$ cat src/rtl/imm16_pkg.sv
package imm16_pkg;
   typedef enum logic [2:0] {
      OP_LDZ  = 3'd0,
      OP_LDO  = 3'd1,
      OP_ADD  = 3'd2,
      OP_SHI  = 3'd3,
      OP_HALF = 3'd4
   } imm_op_e;
endpackage

$ cat src/rtl/imm16_intops.sv
module imm16_intops #(
   parameter int XLEN  = 64,
   parameter int IMM_W = 16
) (
   input  logic [2:0]      op_i,
   input  logic [IMM_W-1:0] imm_i,
   input  logic [XLEN-1:0] reg_i,
   output logic [XLEN-1:0] res_o,
   output logic            hit_o
);
   import imm16_pkg::*;
   localparam int UPPER = XLEN - IMM_W;

   logic [XLEN-1:0] zext, oext, sext;

   assign zext = {{UPPER{1'b0}}, imm_i};
   assign oext = {{UPPER{1'b1}}, imm_i};
   assign sext = {{UPPER{imm_i[IMM_W-1]}}, imm_i};

   always_comb begin
      hit_o = 1'b1;
      unique case (op_i)
         OP_LDZ: res_o = zext;
         OP_LDO: res_o = oext;
         OP_ADD: res_o = reg_i + sext;
         OP_SHI: res_o = (reg_i << IMM_W) | zext;
         default: begin
            res_o = '0;
            hit_o = 1'b0;
         end
      endcase
   end
endmodule

$ cat src/rtl/imm16_h2d.sv
module imm16_h2d (
   input  logic [15:0] half_i,
   output logic [63:0] dbl_o
);
   localparam int HM = 10;
   localparam int DM = 52;
   localparam int PAD = DM - HM;
   localparam logic [10:0] BIAS_GAP = 11'd1008;  // 1023 - 15
   localparam logic [10:0] SUB_BASE = 11'd999;   // 1023 - 24

   logic          sgn;
   logic [4:0]    ex;
   logic [HM-1:0] man;
   logic [3:0]    lead;
   logic [2*HM-1:0] shifted;
   logic [HM-1:0] nfrac;

   assign sgn = half_i[15];
   assign ex  = half_i[14:10];
   assign man = half_i[HM-1:0];

   always_comb begin
      lead = '0;
      for (int i = 0; i < HM; i++) begin
         if (man[i]) lead = 4'(i);
      end
   end

   assign shifted = {{HM{1'b0}}, man} << (4'(HM) - lead);
   assign nfrac   = shifted[HM-1:0];

   always_comb begin
      if (ex == 5'd0) begin
         if (man == '0) dbl_o = {sgn, 63'd0};
         else           dbl_o = {sgn, SUB_BASE + 11'(lead), nfrac, {PAD{1'b0}}};
      end else if (ex == 5'h1F) begin
         if (man == '0) dbl_o = {sgn, 11'h7FF, {DM{1'b0}}};
         else           dbl_o = {sgn, 11'h7FF, 1'b1, man[HM-2:0], {PAD{1'b0}}};
      end else begin
         dbl_o = {sgn, 11'(ex) + BIAS_GAP, man, {PAD{1'b0}}};
      end
   end
endmodule

$ cat src/rtl/imm16_exec.sv
module imm16_exec #(
   parameter int XLEN     = 64,
   parameter int IMM_W    = 16,
   parameter bit HAS_HALF = 1'b1
) (
   input  logic            clk,
   input  logic            rst_n,
   input  logic            req_valid,
   input  logic [2:0]      req_op,
   input  logic [15:0]     req_imm,
   input  logic [63:0]     req_reg,
   output logic            rsp_valid,
   output logic [63:0]     rsp_data,
   output logic            rsp_illegal
);
   import imm16_pkg::*;

   if (XLEN != 64 || IMM_W != 16) begin : g_bad_width
      $error("imm16_exec: port widths require XLEN=64 and IMM_W=16");
   end

   logic [XLEN-1:0] int_res, half_res, nxt_res;
   logic            int_hit, half_hit, nxt_ill;

   imm16_intops #(.XLEN(XLEN), .IMM_W(IMM_W)) u_int (
      .op_i (req_op),
      .imm_i(req_imm),
      .reg_i(req_reg),
      .res_o(int_res),
      .hit_o(int_hit)
   );

   if (HAS_HALF) begin : g_half
      logic [63:0] conv;
      imm16_h2d u_h2d (.half_i(req_imm), .dbl_o(conv));
      assign half_res = conv;
      assign half_hit = (req_op == OP_HALF);
   end else begin : g_nohalf
      assign half_res = '0;
      assign half_hit = 1'b0;
   end

   always_comb begin
      nxt_ill = 1'b0;
      if (int_hit)       nxt_res = int_res;
      else if (half_hit) nxt_res = half_res;
      else begin
         nxt_res = '0;
         nxt_ill = 1'b1;
      end
   end

   always_ff @(posedge clk or negedge rst_n) begin
      if (!rst_n) begin
         rsp_valid   <= 1'b0;
         rsp_data    <= '0;
         rsp_illegal <= 1'b0;
      end else begin
         rsp_valid <= req_valid;
         if (req_valid) begin
            rsp_data    <= nxt_res;
            rsp_illegal <= nxt_ill;
         end
      end
   end

   AST_ZERO_HIGH: assert property (@(posedge clk) disable iff (!rst_n)
      (req_valid && req_op == OP_LDZ) |=> rsp_data[63:16] == '0);
   AST_ONE_HIGH: assert property (@(posedge clk) disable iff (!rst_n)
      (req_valid && req_op == OP_LDO) |=> (&rsp_data[63:16]));
   AST_INSERT_LOW: assert property (@(posedge clk) disable iff (!rst_n)
      (req_valid && req_op == OP_SHI) |=> rsp_data[15:0] == $past(req_imm));
   AST_ILLEGAL_ZERO: assert property (@(posedge clk) disable iff (!rst_n)
      (rsp_valid && rsp_illegal) |-> rsp_data == '0);
   AST_LEGAL_NOFLAG: assert property (@(posedge clk) disable iff (!rst_n)
      (req_valid && req_op <= 3'd3) |=> !rsp_illegal);
   AST_ONE_CYCLE: assert property (@(posedge clk) disable iff (!rst_n)
      req_valid |=> rsp_valid);
   AST_IDLE_HOLD: assert property (@(posedge clk) disable iff (!rst_n)
      !req_valid |=> (!rsp_valid && $stable(rsp_data) && $stable(rsp_illegal)));
endmodule

$ cat config.mk
export PLATFORM = sky130hd
export DESIGN_NAME = imm16_exec
export DESIGN_NICKNAME = d
export VERILOG_FILES = /design/src/rtl/imm16_pkg.sv /design/src/rtl/imm16_intops.sv /design/src/rtl/imm16_h2d.sv /design/src/rtl/imm16_exec.sv
export SDC_FILE = /design/constraint.sdc
export NUM_CORES = 1
export LEC_CHECK = 0
export BUFFER_PORTS_ARGS = -buffer_cell sky130_fd_sc_hd__buf_2
export CAP_MARGIN = 30
export CORE_MARGIN = 2
export CORE_UTILIZATION = 58
export DETAILED_ROUTE_END_ITERATION = 6
export PLACE_DENSITY = 0.85
export REMOVE_ABC_BUFFERS = 1
export SYNTH_ARGS = -nofsm -noshare
export SYNTH_HDL_FRONTEND = slang
export SYNTH_SLANG_ARGS = --single-unit
export TNS_END_PERCENT = 30
$ cat constraint.sdc
create_clock -name clk -period 1.54 [get_ports clk]
set_input_delay 0.308 -clock clk [delete_from_list [all_inputs] [get_ports clk]]
set_output_delay 0.308 -clock clk [all_outputs]
set_load 0.03 [all_outputs]
==> results by group, run 1 <==
Global routing
  • Vias in the first global route: 16197
  • Largest net degree at the start of global routing: 67
  • GRT Overall Usage: 0.909
  • First-pass GRT wire length: 103000 um
  • GR Overflow Total: 410

Run status
  • Error Message: [ERROR GRT-0116] Global routing finished with congestion. Check the congestion regions in the DRC Viewer.
  • Status: aborted with a tool error
  • Stop stage: global routing

Synthesis
  • XOR/XNOR share of the synthesized area: 0.0598
  • Gate Count Post-Synth: 1042
  • Multiplexer share of the synthesized area: 0.0474
  • Post-synth cell types: 79
  • Yosys reg bits: 66
  • Post-synthesis adder-cell area fraction: 0.105
  • Largest family of logic cells by synthesized area: compound AO/OA/AOI/OAI gates
  • Synth Flop Type: dfrtp_1
  • Post-synth EDFFs: 0
  • Seq/Total Area, Yosys: 0.209
  • Post-synthesis simple-gate area fraction: 0.168
  • Yosys warns: 0
  • Fraction of the mapped netlist area in compound gates: 0.354
  • Fraction of registers with async set/reset: 1.00
  • Syn_area_per_cell: 7.59 um^2
  • Mapped Area: 7910 um^2

CTS
  • CTS Buffer Depth: 2
  • Clock root cell: clkbuf_16
  • CTS buffer count: 9
  • CTS sink cnt: 66
  • H-tree depth: 3

Placed design
  • Gpl congestion: 1.12
  • Number of I/O port buffers: 151
  • Placed insts: 1669
  • DP Wirelength: 29100 um

Floorplan
  • Die width: 121 um
  • I/O pins: 152
  • Core Rows: 42
  • Initial Util: 0.595
  • Vert. Die Dim: 121 um
[through the flow]
step                      hold slack (ns)  instance area, um^2  setup TNS (ns)  setup slack [ns]  utilization
after detailed placement            0.359                11400          -86.78             -1.96        0.856
after floorplan                    0.0124                 7650          -49.51             -1.19            -
after CTS                         0.00116                12800          -53.21             -1.18        0.960
after global placement              0.353                11400          -78.36             -1.80        0.856
[what timing repair did]
| action | 4_1_cts |
|---|---|
| resized for setup | 165 |
| buffers inserted | 29 |
| hold buffers | 0 |
| pin swaps | 82 |
| endpoints found under the setup margin | 60 |
| gates cloned | 1 |
[cells by family after synthesis]
kind of cell	count (synthesis)
and+or+nand+nor	273
adders and majority gates	66
xor gates and xnor gates	54
DFF	66
AOI/OAI and AO/OA	432
buffers and inverters	114
muxes	37
[per-layer routing]
metal	overflow	track usage
met1	2	0.866
met2	247	1.06
met3	7	0.775
met4	152	1.00
met5	2	0.445
[cell usage after synthesis, drive strengths merged, types with 3 or more instances]
cell / instances / area, um^2
inv: 51 / 191
xor2: 16 / 140
mux2: 4 / 45.0
nand3b: 4 / 30.0
nor2b: 5 / 31.3
dfrtp: 66 / 1650
xnor2: 38 / 333
or3: 7 / 43.8
o31a: 6 / 53.8
o21ai: 111 / 563
or2: 3 / 18.8
nor3: 20 / 105
mux2i: 33 / 330
o21bai: 13 / 97.6
nor4: 3 / 33.8
a21oi: 133 / 684
o2bb2ai: 20 / 175
a31oi: 13 / 96.3
clkbuf: 41 / 154
nand3: 21 / 110
a211oi: 14 / 118
a221oi: 4 / 41.3
a211o: 4 / 36.3
o211ai: 15 / 123
and3: 8 / 55.1
o21a: 11 / 82.6
ha: 65 / 813
nand4: 22 / 144
o31ai: 6 / 77.6
a21boi: 5 / 37.5
and2: 5 / 31.3
nor3b: 3 / 38.8
nand2b: 6 / 40.0
a221o: 3 / 30.0
nor2: 85 / 319
nand2: 76 / 285
buf: 22 / 110
a21o: 52 / 390
o221ai: 4 / 35.0
a22oi: 4 / 30.0
==> inputs of run 2 (changes only) <==
--- a/config.mk
+++ b/config.mk
@@ -8,9 +8,9 @@
 export BUFFER_PORTS_ARGS = -buffer_cell sky130_fd_sc_hd__buf_2
 export CAP_MARGIN = 30
 export CORE_MARGIN = 2
-export CORE_UTILIZATION = 58
+export CORE_UTILIZATION = 40
 export DETAILED_ROUTE_END_ITERATION = 6
-export PLACE_DENSITY = 0.85
+export PLACE_DENSITY_LB_ADDON = 0.15
 export REMOVE_ABC_BUFFERS = 1
 export SYNTH_ARGS = -nofsm -noshare
 export SYNTH_HDL_FRONTEND = slang
==> run 2 against run 1 <==
The flow now finishes, with violations (setup timing). Area after synthesis is the same. Synthesized cell count unchanged.
==> results by group, run 2 <==
Layout
  • Share of layout cells above drive strength 1: 0.492
  • Commonest non-fill, non-tap cell in the layout: buf_4
  • Final nets: 1719
  • Flip-flop and latch area: 1650 um^2
  • Layout area overhead: 72.7%
  • N_diodes: 0
  • Multi-input logic area: 6980 um^2
  • Layout filler cell count: 1576
  • Number of flip-flops in the largest register: 64
  • Largest Register: rsp_data
  • Most frequent cells in the layout: buf_4, buf_2, a21oi_1
  • Largest registers: rsp_data: 64 flops, rsp_illegal: 1 flops, rsp_valid: 1 flops

Global routing
  • Largest net degree at the start of global routing: 67
  • First-pass GRT wire length: 53700 um
  • GR Overflow Total: 0
  • GRT Overall Usage: 0.334
  • Vias in the first global route: 10185
  • Initial antenna violation count: 0

Synthesis
  • Seq/Total Area, Yosys: 0.209
  • XOR/XNOR share of the synthesized area: 0.0598
  • Post-synth top cells: a21oi_1, o21ai_0, nor2_1, nand2_1, dfrtp_1
  • Area fraction of the dominant cell type after synthesis: 0.209
  • Largest family of logic cells by synthesized area: compound AO/OA/AOI/OAI gates
  • Area leader, netlist: dfrtp_1
  • Post-synth EDFFs: 0
  • Mapped Area: 7910 um^2
  • Yosys reg bits: 66
  • Post-synthesis adder-cell area fraction: 0.105
  • Synth Flop Type: dfrtp_1
  • Post-synthesis simple-gate area fraction: 0.168
  • Post-synth cell types: 79
  • Count leader, synth: a21oi_1
  • Gate Count Post-Synth: 1042
  • Area contributors post-synth: dfrtp_1, ha_1, a21oi_1, o21ai_0, a21o_1
  • Multiplexer share of the synthesized area: 0.0474
  • Fraction of the mapped netlist area in compound gates: 0.354
  • Yosys warns: 0
  • Fraction of registers with async set/reset: 1.00
  • Syn_area_per_cell: 7.59 um^2

CTS
  • Clock latency on the worst-skew pair: 0.34 ns
  • CTS tree: built
  • CTS Buffer Depth: 2
  • H-tree depth: 3
  • Clk pin slew, worst setup/hold paths: 0.06 ns
  • CTS sink cnt: 66
  • CTS buffer count: 9
  • Clock root cell: clkbuf_16

Detailed routing
  • Residual DRC: 0
  • Final antenna-violating net count: 0
  • Post-DR vias/cell: 5.60
  • Routed length per instance: 19.3 um
  • DRT iter0 DRCs: 732
  • Detailed Route WL: 35400 um
  • Total number of vias: 10291
  • Drt pass-1 iters: 7

Placed design
  • DP Wirelength: 27000 um
  • DP Worst Slack: -2.02 ns
  • Gpl congestion: 1.00
  • Number of I/O port buffers: 151

Floorplan
  • Die width: 145 um
  • Core ar.: 19500 um^2
  • Core Rows: 51
  • Die area: 20900 um^2
  • Initial Util: 0.407
  • Vert. Die Dim: 145 um
  • I/O pins: 152

STA
  • Minimum clock period: 2.81 ns
  • Unrepaired setup endpoints after global routing: yes
  • Fin Hold WS: 0.333 ns
  • Setup violators final: 59
  • Final WS setup: -1.27 ns
  • Slew @ Worst Pin: 0.574 ns
  • Skew final: 0 ns
  • Highest clock rate: 356 MHz
  • Period utilization: 1.82
  • Rel. slew slack: 0.613
  • Final Hold Fails: 0
  • Pins Over Slew Limit: 0

Worst setup path
  • Worst setup path class: primary input to flop
  • CP arrival: 3.02 ns
  • Data required, critical path: 1.75 ns
  • Crit. End Element: flop
  • Crit start category: primary input
  • Crit path max fanout: 3

Run status
  • Status: finished with violations
  • Failing checks: setup timing

Power and ir drop
  • Worst vdd ir: 449 uV
  • Static Leak: 6.69 nW
  • Total power: 9.67 mW
  • Pwr Density: 707 nW/um^2

Job
  • MaxCap Viol Count: 0

Worst hold path
  • Min-delay worst type: primary input to flop
==> run 2: cell counts after synthesis <==
No cell type changed its count.
==> run 2: per-layer routing <==
layer  GRT usage  up-vias  part of all wire
met3      0.0457       96             0.059
li1            -     4914                 -
met1       0.424     4883              0.42
met5           0        -                 0
met2       0.557      398              0.47
met4       0.167        0             0.051
==> run 2: cell families after synthesis <==
kind of cell	Yosys count
mux	37
xor+xnor	54
simple gates	273
compound gates	432
flops	66
buf+inv	114
fa+ha+maj	66
==> run 2: worst paths after layout <==
check	start	to	slack [ns]	cells after the start
setup / recovery	req_reg[0]	rsp_data[62]$_DFFE_PN0P_	-1.27	14
hold / removal	req_imm[1]	rsp_data[1]$_DFFE_PN0P_	0.33	4
hold reg to reg	rsp_data[1]$_DFFE_PN0P_	rsp_data[1]$_DFFE_PN0P_	0.48	1
max in group asynchronous	rst_n	rsp_data[42]$_DFFE_PN0P_	0.69	3
setup reg to reg	rsp_data[48]$_DFFE_PN0P_	rsp_data[48]$_DFFE_PN0P_	0.34	4
min in group asynchronous	rst_n	rsp_data[23]$_DFFE_PN0P_	0.52	3
==> run 2: worst max-delay path, stage by stage <==
cell and delay [ns]:
buf_8 0.11, ha_4 0.15, inv_2 0.05, fa_2 0.19, nor2b_2 0.05, o31a_1 0.26, o31a_1 0.28, a211o_2 0.39
a31oi_4 0.23, o31a_4 0.21, nand4b_1 0.23, a31oi_1 0.29, xnor2_1 0.18, o21ai_1 0.09
==> run 2: timing repair <==
action / CTS / global route
gates resized for setup: 191 / 76
endpoints found under the setup margin: 60 / 60
buffers inserted: 25 / 16
cloned: 2 / 0
endpoints found under the hold margin: 22 / 0
hold buffers: 1 / 0
pin swaps: 110 / 63
==> run 2: layout make-up <==
cell class | instances | share of cell area
Sequential cell | 66 | 0.121
Multi-Input combinational cell | 862 | 0.511
Timing Repair Buffer | 577 | 0.308
Inverter | 51 | 0.0140
Clock buffer | 10 | 0.0175
Tap cell | 265 | 0.0243
Clock inverter | 6 | 0.00476
==> run 2: stage by stage <==
stage	instance area, um^2	utilization	cells	setup TNS [ns]
CTS	13200	0.678	1822	-50.99
global route	13700	0.702	1837	-56.24
finish	13700	0.702	1837	-51.37
floorplan	7650	-	979	-49.51
global placement	11700	0.601	1782	-83.16
detailed placement	11700	0.601	1782	-84.92
==> run 2: power breakdown <==
group	internal (mW)	switching, mW
sequential	1.93	0.127
combinational	2.58	2.84
clock	1.30	0.891
total	5.81	3.86
Note: power is estimated with default switching activity, not from simulation.
